File: config.mk
export PLATFORM = sky130hd
export DESIGN_NAME = wake_ctrl
export DESIGN_NICKNAME = d
export VERILOG_FILES = /design/src/rtl/wake_pkg.sv /design/src/rtl/wake_tick_gen.sv /design/src/rtl/wake_wr_stage.sv /design/src/rtl/wake_event_det.sv /design/src/rtl/wake_ctrl.sv
export SDC_FILE = /design/constraint.sdc
export NUM_CORES = 1
export LEC_CHECK = 0
export ABC_AREA = 0
export CORE_MARGIN = 4
export CORE_UTILIZATION = 44
export CTS_CLUSTER_DIAMETER = 60
export DETAILED_ROUTE_END_ITERATION = 7
export PLACE_DENSITY = 0.71
export SYNTH_ARGS = -nofsm -noshare
export SYNTH_HDL_FRONTEND = slang
export SYNTH_SLANG_ARGS = --single-unit
File: constraint.sdc
create_clock -name clk -period 1.9 [get_ports clk]
set_input_delay 0.57 -clock clk [delete_from_list [all_inputs] [get_ports clk]]
set_output_delay 0.57 -clock clk [all_outputs]
set_load 0.05 [all_outputs]
File: src/rtl/wake_pkg.sv
package wake_pkg;
    localparam int unsigned NUM_EV  = 3;
    localparam int unsigned EV_PIN  = 0;
    localparam int unsigned EV_RTC  = 1;
    localparam int unsigned EV_BATT = 2;

    localparam int unsigned CTRL_SEL   = 0;
    localparam int unsigned CTRL_SLEEP = 1;

    localparam logic [1:0] ADDR_MASK  = 2'd0;
    localparam logic [1:0] ADDR_CLEAR = 2'd1;
    localparam logic [1:0] ADDR_CTRL  = 2'd2;

    typedef enum logic [1:0] {
        PS_RUN     = 2'd0,
        PS_SLEEP   = 2'd1,
        PS_WAITPWR = 2'd2
    } pwr_state_e;

    typedef logic [NUM_EV-1:0] ev_vec_t;
endpackage

File: src/rtl/wake_tick_gen.sv
module wake_tick_gen #(
    parameter int unsigned DIV_RATIO = 128
) (
    input  logic clk,
    input  logic rst_n,
    input  logic use_ref,
    input  logic ref_in,
    output logic tick
);
    localparam int unsigned CNT_W = (DIV_RATIO > 1) ? $clog2(DIV_RATIO) : 1;

    typedef struct packed {
        logic [CNT_W-1:0] cnt;
        logic [2:0]       ref_sh;
    } tg_t;

    tg_t tg_d, tg_q;
    logic div_wrap;
    logic ref_rise;

    always_comb begin
        tg_d     = tg_q;
        div_wrap = (tg_q.cnt == CNT_W'(DIV_RATIO - 1));
        ref_rise = tg_q.ref_sh[1] & ~tg_q.ref_sh[2];
        tg_d.ref_sh = {tg_q.ref_sh[1:0], ref_in};
        tg_d.cnt    = div_wrap ? '0 : tg_q.cnt + 1'b1;
        tick        = use_ref ? ref_rise : div_wrap;
    end

    always_ff @(posedge clk or negedge rst_n) begin
        if (!rst_n) tg_q <= '0;
        else        tg_q <= tg_d;
    end
endmodule

File: src/rtl/wake_wr_stage.sv
module wake_wr_stage
    import wake_pkg::*;
(
    input  logic    clk,
    input  logic    rst_n,
    input  logic    tick,
    input  logic    wr_en,
    input  logic [1:0] wr_addr,
    input  ev_vec_t wr_data,
    output logic    apply_mask,
    output logic    apply_clear,
    output logic    apply_ctrl,
    output ev_vec_t apply_data
);
    typedef struct packed {
        logic       valid;
        logic [1:0] addr;
        ev_vec_t    data;
    } pend_t;

    pend_t pend_d, pend_q;
    logic fire;

    always_comb begin
        pend_d = pend_q;
        if (tick) pend_d.valid = 1'b0;
        if (wr_en) begin
            pend_d.valid = 1'b1;
            pend_d.addr  = wr_addr;
            pend_d.data  = wr_data;
        end
        fire        = pend_q.valid & tick;
        apply_mask  = fire && (pend_q.addr == ADDR_MASK);
        apply_clear = fire && (pend_q.addr == ADDR_CLEAR);
        apply_ctrl  = fire && (pend_q.addr == ADDR_CTRL);
        apply_data  = pend_q.data;
    end

    always_ff @(posedge clk or negedge rst_n) begin
        if (!rst_n) pend_q <= '0;
        else        pend_q <= pend_d;
    end
endmodule

File: src/rtl/wake_event_det.sv
module wake_event_det
    import wake_pkg::*;
(
    input  logic    clk,
    input  logic    rst_n,
    input  logic    tick,
    input  logic    wake_pin,
    input  logic    rtc_match,
    input  logic    low_batt,
    output ev_vec_t ev_set,
    output logic    wake_trig
);
    typedef struct packed {
        logic s1;
        logic s2;
        logic s3;
    } pin_t;

    pin_t pin_d, pin_q;

    always_comb begin
        pin_d = pin_q;
        if (tick) begin
            pin_d.s1 = wake_pin;
            pin_d.s2 = pin_q.s1;
            pin_d.s3 = pin_q.s2;
        end
        ev_set          = '0;
        ev_set[EV_PIN]  = tick & pin_q.s2 & ~pin_q.s3;
        ev_set[EV_RTC]  = tick & rtc_match;
        ev_set[EV_BATT] = tick & low_batt;
        wake_trig       = ev_set[EV_PIN] | ev_set[EV_RTC];
    end

    always_ff @(posedge clk or negedge rst_n) begin
        if (!rst_n) pin_q <= '0;
        else        pin_q <= pin_d;
    end
endmodule

File: src/rtl/wake_ctrl.sv
module wake_ctrl
    import wake_pkg::*;
#(
    parameter int unsigned DIV_RATIO = 128
) (
    input  logic       clk,
    input  logic       rst_n,
    input  logic       wr_en,
    input  logic [1:0] wr_addr,
    input  logic [2:0] wr_data,
    input  logic       slow_ref,
    input  logic       wake_pin,
    input  logic       rtc_match,
    input  logic       low_batt,
    input  logic       supply_good,
    output logic [2:0] raw_stat,
    output logic [2:0] mask_reg,
    output logic [2:0] mask_stat,
    output logic       irq,
    output logic       clk_sel,
    output logic       slow_tick,
    output logic       main_pwr_en,
    output logic       main_rst_n
);
    typedef struct packed {
        pwr_state_e state;
        ev_vec_t    raw;
        ev_vec_t    mask;
        logic       sel;
    } ctl_t;

    ctl_t ctl_d, ctl_q;

    logic    tick;
    logic    apply_mask, apply_clear, apply_ctrl;
    ev_vec_t apply_data;
    ev_vec_t ev_set;
    logic    wake_trig;

    wake_tick_gen #(.DIV_RATIO(DIV_RATIO)) u_tick (
        .clk     (clk),
        .rst_n   (rst_n),
        .use_ref (ctl_q.sel),
        .ref_in  (slow_ref),
        .tick    (tick)
    );

    wake_wr_stage u_wr (
        .clk         (clk),
        .rst_n       (rst_n),
        .tick        (tick),
        .wr_en       (wr_en),
        .wr_addr     (wr_addr),
        .wr_data     (wr_data),
        .apply_mask  (apply_mask),
        .apply_clear (apply_clear),
        .apply_ctrl  (apply_ctrl),
        .apply_data  (apply_data)
    );

    wake_event_det u_evt (
        .clk       (clk),
        .rst_n     (rst_n),
        .tick      (tick),
        .wake_pin  (wake_pin),
        .rtc_match (rtc_match),
        .low_batt  (low_batt),
        .ev_set    (ev_set),
        .wake_trig (wake_trig)
    );

    always_comb begin
        ctl_d = ctl_q;
        // clear first, then new events: a same-tick event wins
        if (apply_clear) ctl_d.raw = ctl_q.raw & ~apply_data;
        ctl_d.raw = ctl_d.raw | ev_set;
        if (apply_mask) ctl_d.mask = apply_data;
        if (apply_ctrl) ctl_d.sel = apply_data[CTRL_SEL];
        unique case (ctl_q.state)
            PS_RUN:     if (apply_ctrl && apply_data[CTRL_SLEEP]) ctl_d.state = PS_SLEEP;
            PS_SLEEP:   if (wake_trig) ctl_d.state = PS_WAITPWR;
            PS_WAITPWR: if (tick && supply_good) ctl_d.state = PS_RUN;
            default:    ctl_d.state = PS_WAITPWR;
        endcase
    end

    always_ff @(posedge clk or negedge rst_n) begin
        if (!rst_n) begin
            ctl_q       <= '0;
            ctl_q.state <= PS_WAITPWR;
        end else begin
            ctl_q <= ctl_d;
        end
    end

    assign raw_stat    = ctl_q.raw;
    assign mask_reg    = ctl_q.mask;
    assign mask_stat   = ctl_q.raw & ctl_q.mask;
    assign irq         = |mask_stat;
    assign clk_sel     = ctl_q.sel;
    assign slow_tick   = tick;
    assign main_pwr_en = (ctl_q.state != PS_SLEEP);
    assign main_rst_n  = (ctl_q.state == PS_RUN);
endmodule

-- Word-level counts from Yosys, hierarchy flattened
Cells that the tools add are included.
- output and inout bits: 14
- bits of input ports: 13
- flip-flop bits (word level): 28
- logic and storage cells: 54
- reductions and logical operators: 10
- mux-type cells: 9
- equality and inequality tests: 9
- add/subtract/negate cells: 1
- bitwise operators: 13
- operators with widths (cell ; number):
    $add 7x1->7 const B ; 1
    $eq 7x7->1 const B ; 1
    $mux 7 ; 1
    $and 1x1->1 ; 6
    $and 3x3->3 ; 2
    $mux 2 ; 3
    $mux 6 ; 1
    $ne 2x1->1 const B ; 3
    $pmux 2 s3 ; 1
    $logic_and 1x1->1 ; 5
    $eq 2x1->1 const B ; 2
    $eq 2x2->1 const B ; 2
    $logic_not 2->1 ; 2
    $mux 3 ; 1
    $not 3->3 ; 1
    $or 3x3->3 ; 1
    $reduce_and 3->1 ; 1
    $reduce_or 3->1 ; 1
    $mux 1 ; 2
    $ne 2x2->1 const B ; 1
    $not 1->1 ; 2
    $reduce_bool 2->1 ; 1
    $or 1x1->1 ; 1

-- Logic depth before layout (Yosys ltp)
- depth in word-level cells: 8
- gate-level depth with buffers: 6
- depth with buffers taken out: 5

-- By module
From an unflattened synthesis, not the netlist that was laid out.
- cells, all modules: 101
- area total of the unflattened synthesis: 1239.9 um^2
- by module, submodules not included (module ; cells each ; times used ; sequential area each (um^2) ; area each (um^2)):
    wake_ctrl ; 37 ; 1 ; 226.5 ; 424.2
    wake_tick_gen ; 30 ; 1 ; 250.2 ; 377.9
    wake_wr_stage ; 21 ; 1 ; 150.1 ; 295.3
    wake_event_det ; 13 ; 1 ; 75.1 ; 142.6

-- Least setup slack after synthesis
Ideal clock, no wire load.
- kind: register to output
- start: reg u_tick.tg_q[3] (netlist bit)
- end: out slow_tick
- data required time: 1330 ps
- arrival: 1386 ps
- slack: -56 ps
- cell stages (with the launch flop): 5
- buffers on the path: 1
- cell sequence: dfrtp_1 ha_1 nand3_2 o41ai_4 buf_4
- word-level cells in the longest chain between the ends: 2
- RTL lines (element ; line ; text):
    from (decl) ; wake_tick_gen.sv:17 ; tg_t tg_d, tg_q;
    from (signal assigned) ; wake_tick_gen.sv:32 ; else tg_q <= tg_d;
    $eq 7x7->1 ; wake_tick_gen.sv:23 ; div_wrap = (tg_q.cnt == CNT_W'(DIV_RATIO - 1));
    $mux 1 ; wake_tick_gen.sv:27 ; tick = use_ref ? ref_rise : div_wrap;
    to (decl) ; wake_ctrl.sv:21 ; output logic slow_tick,
Every way passes these cells.

-- Final worst setup path
- start: reg u_tick.tg_q[4] (netlist bit)
- end: out slow_tick
Same word-level chain as after synthesis.

==> metrics <==
status=finished with violations; failing checks=negative setup slack; clk buf depth=2; Power per Cell Area=574 mW/mm^2; Buf+Inv Stages, Crit Path=2; slew margin rel.=75.4%; HP Class=reg -> reg; CP max stage cell=dfrtp_1; top-count cell post-synth=dfrtp_1; clk sinks=28; FMAX=0.470 GHz; Hold Fails Final Rpt=0; GR Overflow Total=0; initial drt markers=5; drt drc=0; cell depth of the worst hold path=0; worst-skew pair later-pin latency=0.33 ns; startpoint types=flop; Yosys top cell area share=55.6%; reg2reg end=mask_reg[2]$_DFFE_PN0P_; post-route setup slack=-0.230 ns; Tightest Pin Transition=0.366 ns; Crit path top cell by count=buf_12; vias in the first global route=785; Layout area overhead=39.5%; Tot GR Track Use=13.0%; DIE WIDTH=60.6 um; Hold Crit Start=u_tick.tg_d[1]$_DFF_PN0_; Hold EP=u_tick.tg_d[2]$_DFF_PN0_; Yosys top cell by area=dfrtp_1; Synth Flop Type=dfrtp_1; Final ANT Viol Nets=0; initial antenna violation count=0; hpwl dp=1590 um; Largest register FFs=8; Synth warnings=0; Place WS=0.0372 ns; Final min period=2.13 ns; Routed WL=2300 um; flop-to-flop setup slack=0.01 ns; Worst setup EP type=primary output; synthesis-stage register bit count=28; number of synthesized flops with an enable pin=0; top post-synthesis cells by count=27 x dfrtp_1, 11 x mux2_2, 7 x buf_4, 6 x inv_1, 5 x nor2_1; final cell count without fillers=161; largest net degree at the start of global routing=29; Worst-path clk slew=0.14 ns; die height=60.6 um; drt wl/cell=14.3 um; leakage power=0.808 nW; fin nets=146; mapped cell area=0.00122 mm^2; worst path required time=1.33 ns; Post-Place Cells=147; CTS H-tree lvls=1; ys async rst share=100%; n_diodes=0; vias per inst=5.17; VDD IR max=0.600 mV; Core Area=0.00254 mm^2; fin crit share=112%; RSZ-0062 raised after global routing=true; Syn Inst Count=95; Levels on crit path=5; Worst R2R Path Depth=8; worst hold slack=0.365 ns; die area=0.00367 mm^2; first-pass GRT wire length=3530 um; # Max-Cap Violations=0; Root Buffer=clkbuf_4; Yosys cell types=28; top cells by area, synth=dfrtp_1 56%, mux2_2 10%, buf_4 4.3%; Avg Inst Size Synth=12.8 um^2; syn_nets=109; worst setup path class=reg -> out; Crit path max-delay family=flip-flops; TNS Setup=-0.230 ns; Critical Path Start=u_tick.tg_q[4]$_DFF_PN0_; RePlAce Congestion=0.704; Worst Path Arrival=1.56 ns; 1st-pass router iterations=3; Final Max Slew Viols=0; critical path fanouts, max=2; Reg with most FFs=u_tick.tg_q; Initial Util=47.8%; register area share after synthesis=57.7%; CTS tree=yes; Crit path largest cell delay=0.39 ns; reg2reg start=u_tick.tg_q[4]$_DFF_PN0_; share of layout cells above drive strength 1=38.9%; Ports=27; # setup viols final=1; CTS Buf Count=3; Max Clock Skew=0.00206 ns; total number of vias=832; site row count=18; hold_buf cts=0; Port Buffers=26; crit path cell chain=ha_2 > nand3_2 > o41ai_4 > buf_12 > buf_12
## cell type report
type	count	area, um^2
Multi-Input combinational cell	53	457
Fill cell	200	848
Timing Repair Buffer	40	442
Inverter	6	22.5
Tap cell	30	37.5
Sequential cell	28	702
Clock buffer	4	36.3
## worst reg2reg max path, delay by kind of cell, from the launching register on
kind	cells	cell delay, ns
multiplexers	1	0.31
flip-flops	1	0.39
buffers and inverters	3	0.38
AND/OR/NAND/NOR	2	0.25
AO/OA/AOI/OAI	1	0.27
adder cells (fa/ha/maj)	1	0.20
## metal layers
layer,vias to the layer above,share of wire [%],wire length [um],track usage (%)
met1,412,46,1070,18.2
met3,4,3.5,80,2.55
met4,0,1.5,34,4.64
met5,-,0,0,0
li1,402,-,-,-
met2,14,49,1120,20.2
## placed cells by master (no fill, tap or decap), types with 2 or more instances in the layout
master / instances
dfrtp_1: 27
buf_4: 18
xnor2_1: 2
inv_1: 6
mux2_2: 11
and2_4: 3
nand3b_1: 2
buf_12: 8
xor2_1: 2
nand4_1: 4
clkbuf_4: 3
nor2_1: 5
nor2b_1: 4
clkdlybuf4s50_1: 12
a22o_1: 4
o21ai_0: 2
## cell families after synthesis
family,count (synthesis),synth area share (%)
fa+ha+maj,1,1.03
compound gates,11,8.75
simple gates,26,13.0
buf+inv,14,6.48
mux,11,10.2
flops,28,57.7
xor+xnor,4,2.88
## how the worst max path moves through the flow
| stage | slack (ns) | to |
|---|---|---|
| 6_report | -0.23 | slow_tick |
| 5_1_grt | -0.33 | slow_tick |
| 4_1_cts | -0.26 | slow_tick |
| 3_5_place_dp | 0.04 | slow_tick |
| 3_3_place_gp | 0.07 | slow_tick |
| 2_1_floorplan | 0.003 | slow_tick |
## power by group
part	total, mW	leakage (nW)	switching [mW]	internal, mW
registers	0.625	0.350	0.0150	0.610
clock network	0.291	0.0210	0.174	0.117
logic	0.0580	0.437	0.0216	0.0364
## timing repair
item / in CTS / in global routing
hold endpoints to repair: 0 / 0
setup buffers: 6 / 4
gates resized for setup: 3 / 7
pin swaps: 0 / 3
endpoints found under the setup margin: 2 / 6
## per-stage QoR
stage	cell area [um^2]	utilization [%]	total power [mW]
after global placement	1550	61.0	0.692
after global routing	1700	66.7	1.02
after detailed placement	1550	61.0	0.695
after CTS	1640	64.6	0.985
final	1700	66.7	0.974
after floorplan	1220	-	0.650
Power figures use the tool's default switching activity.
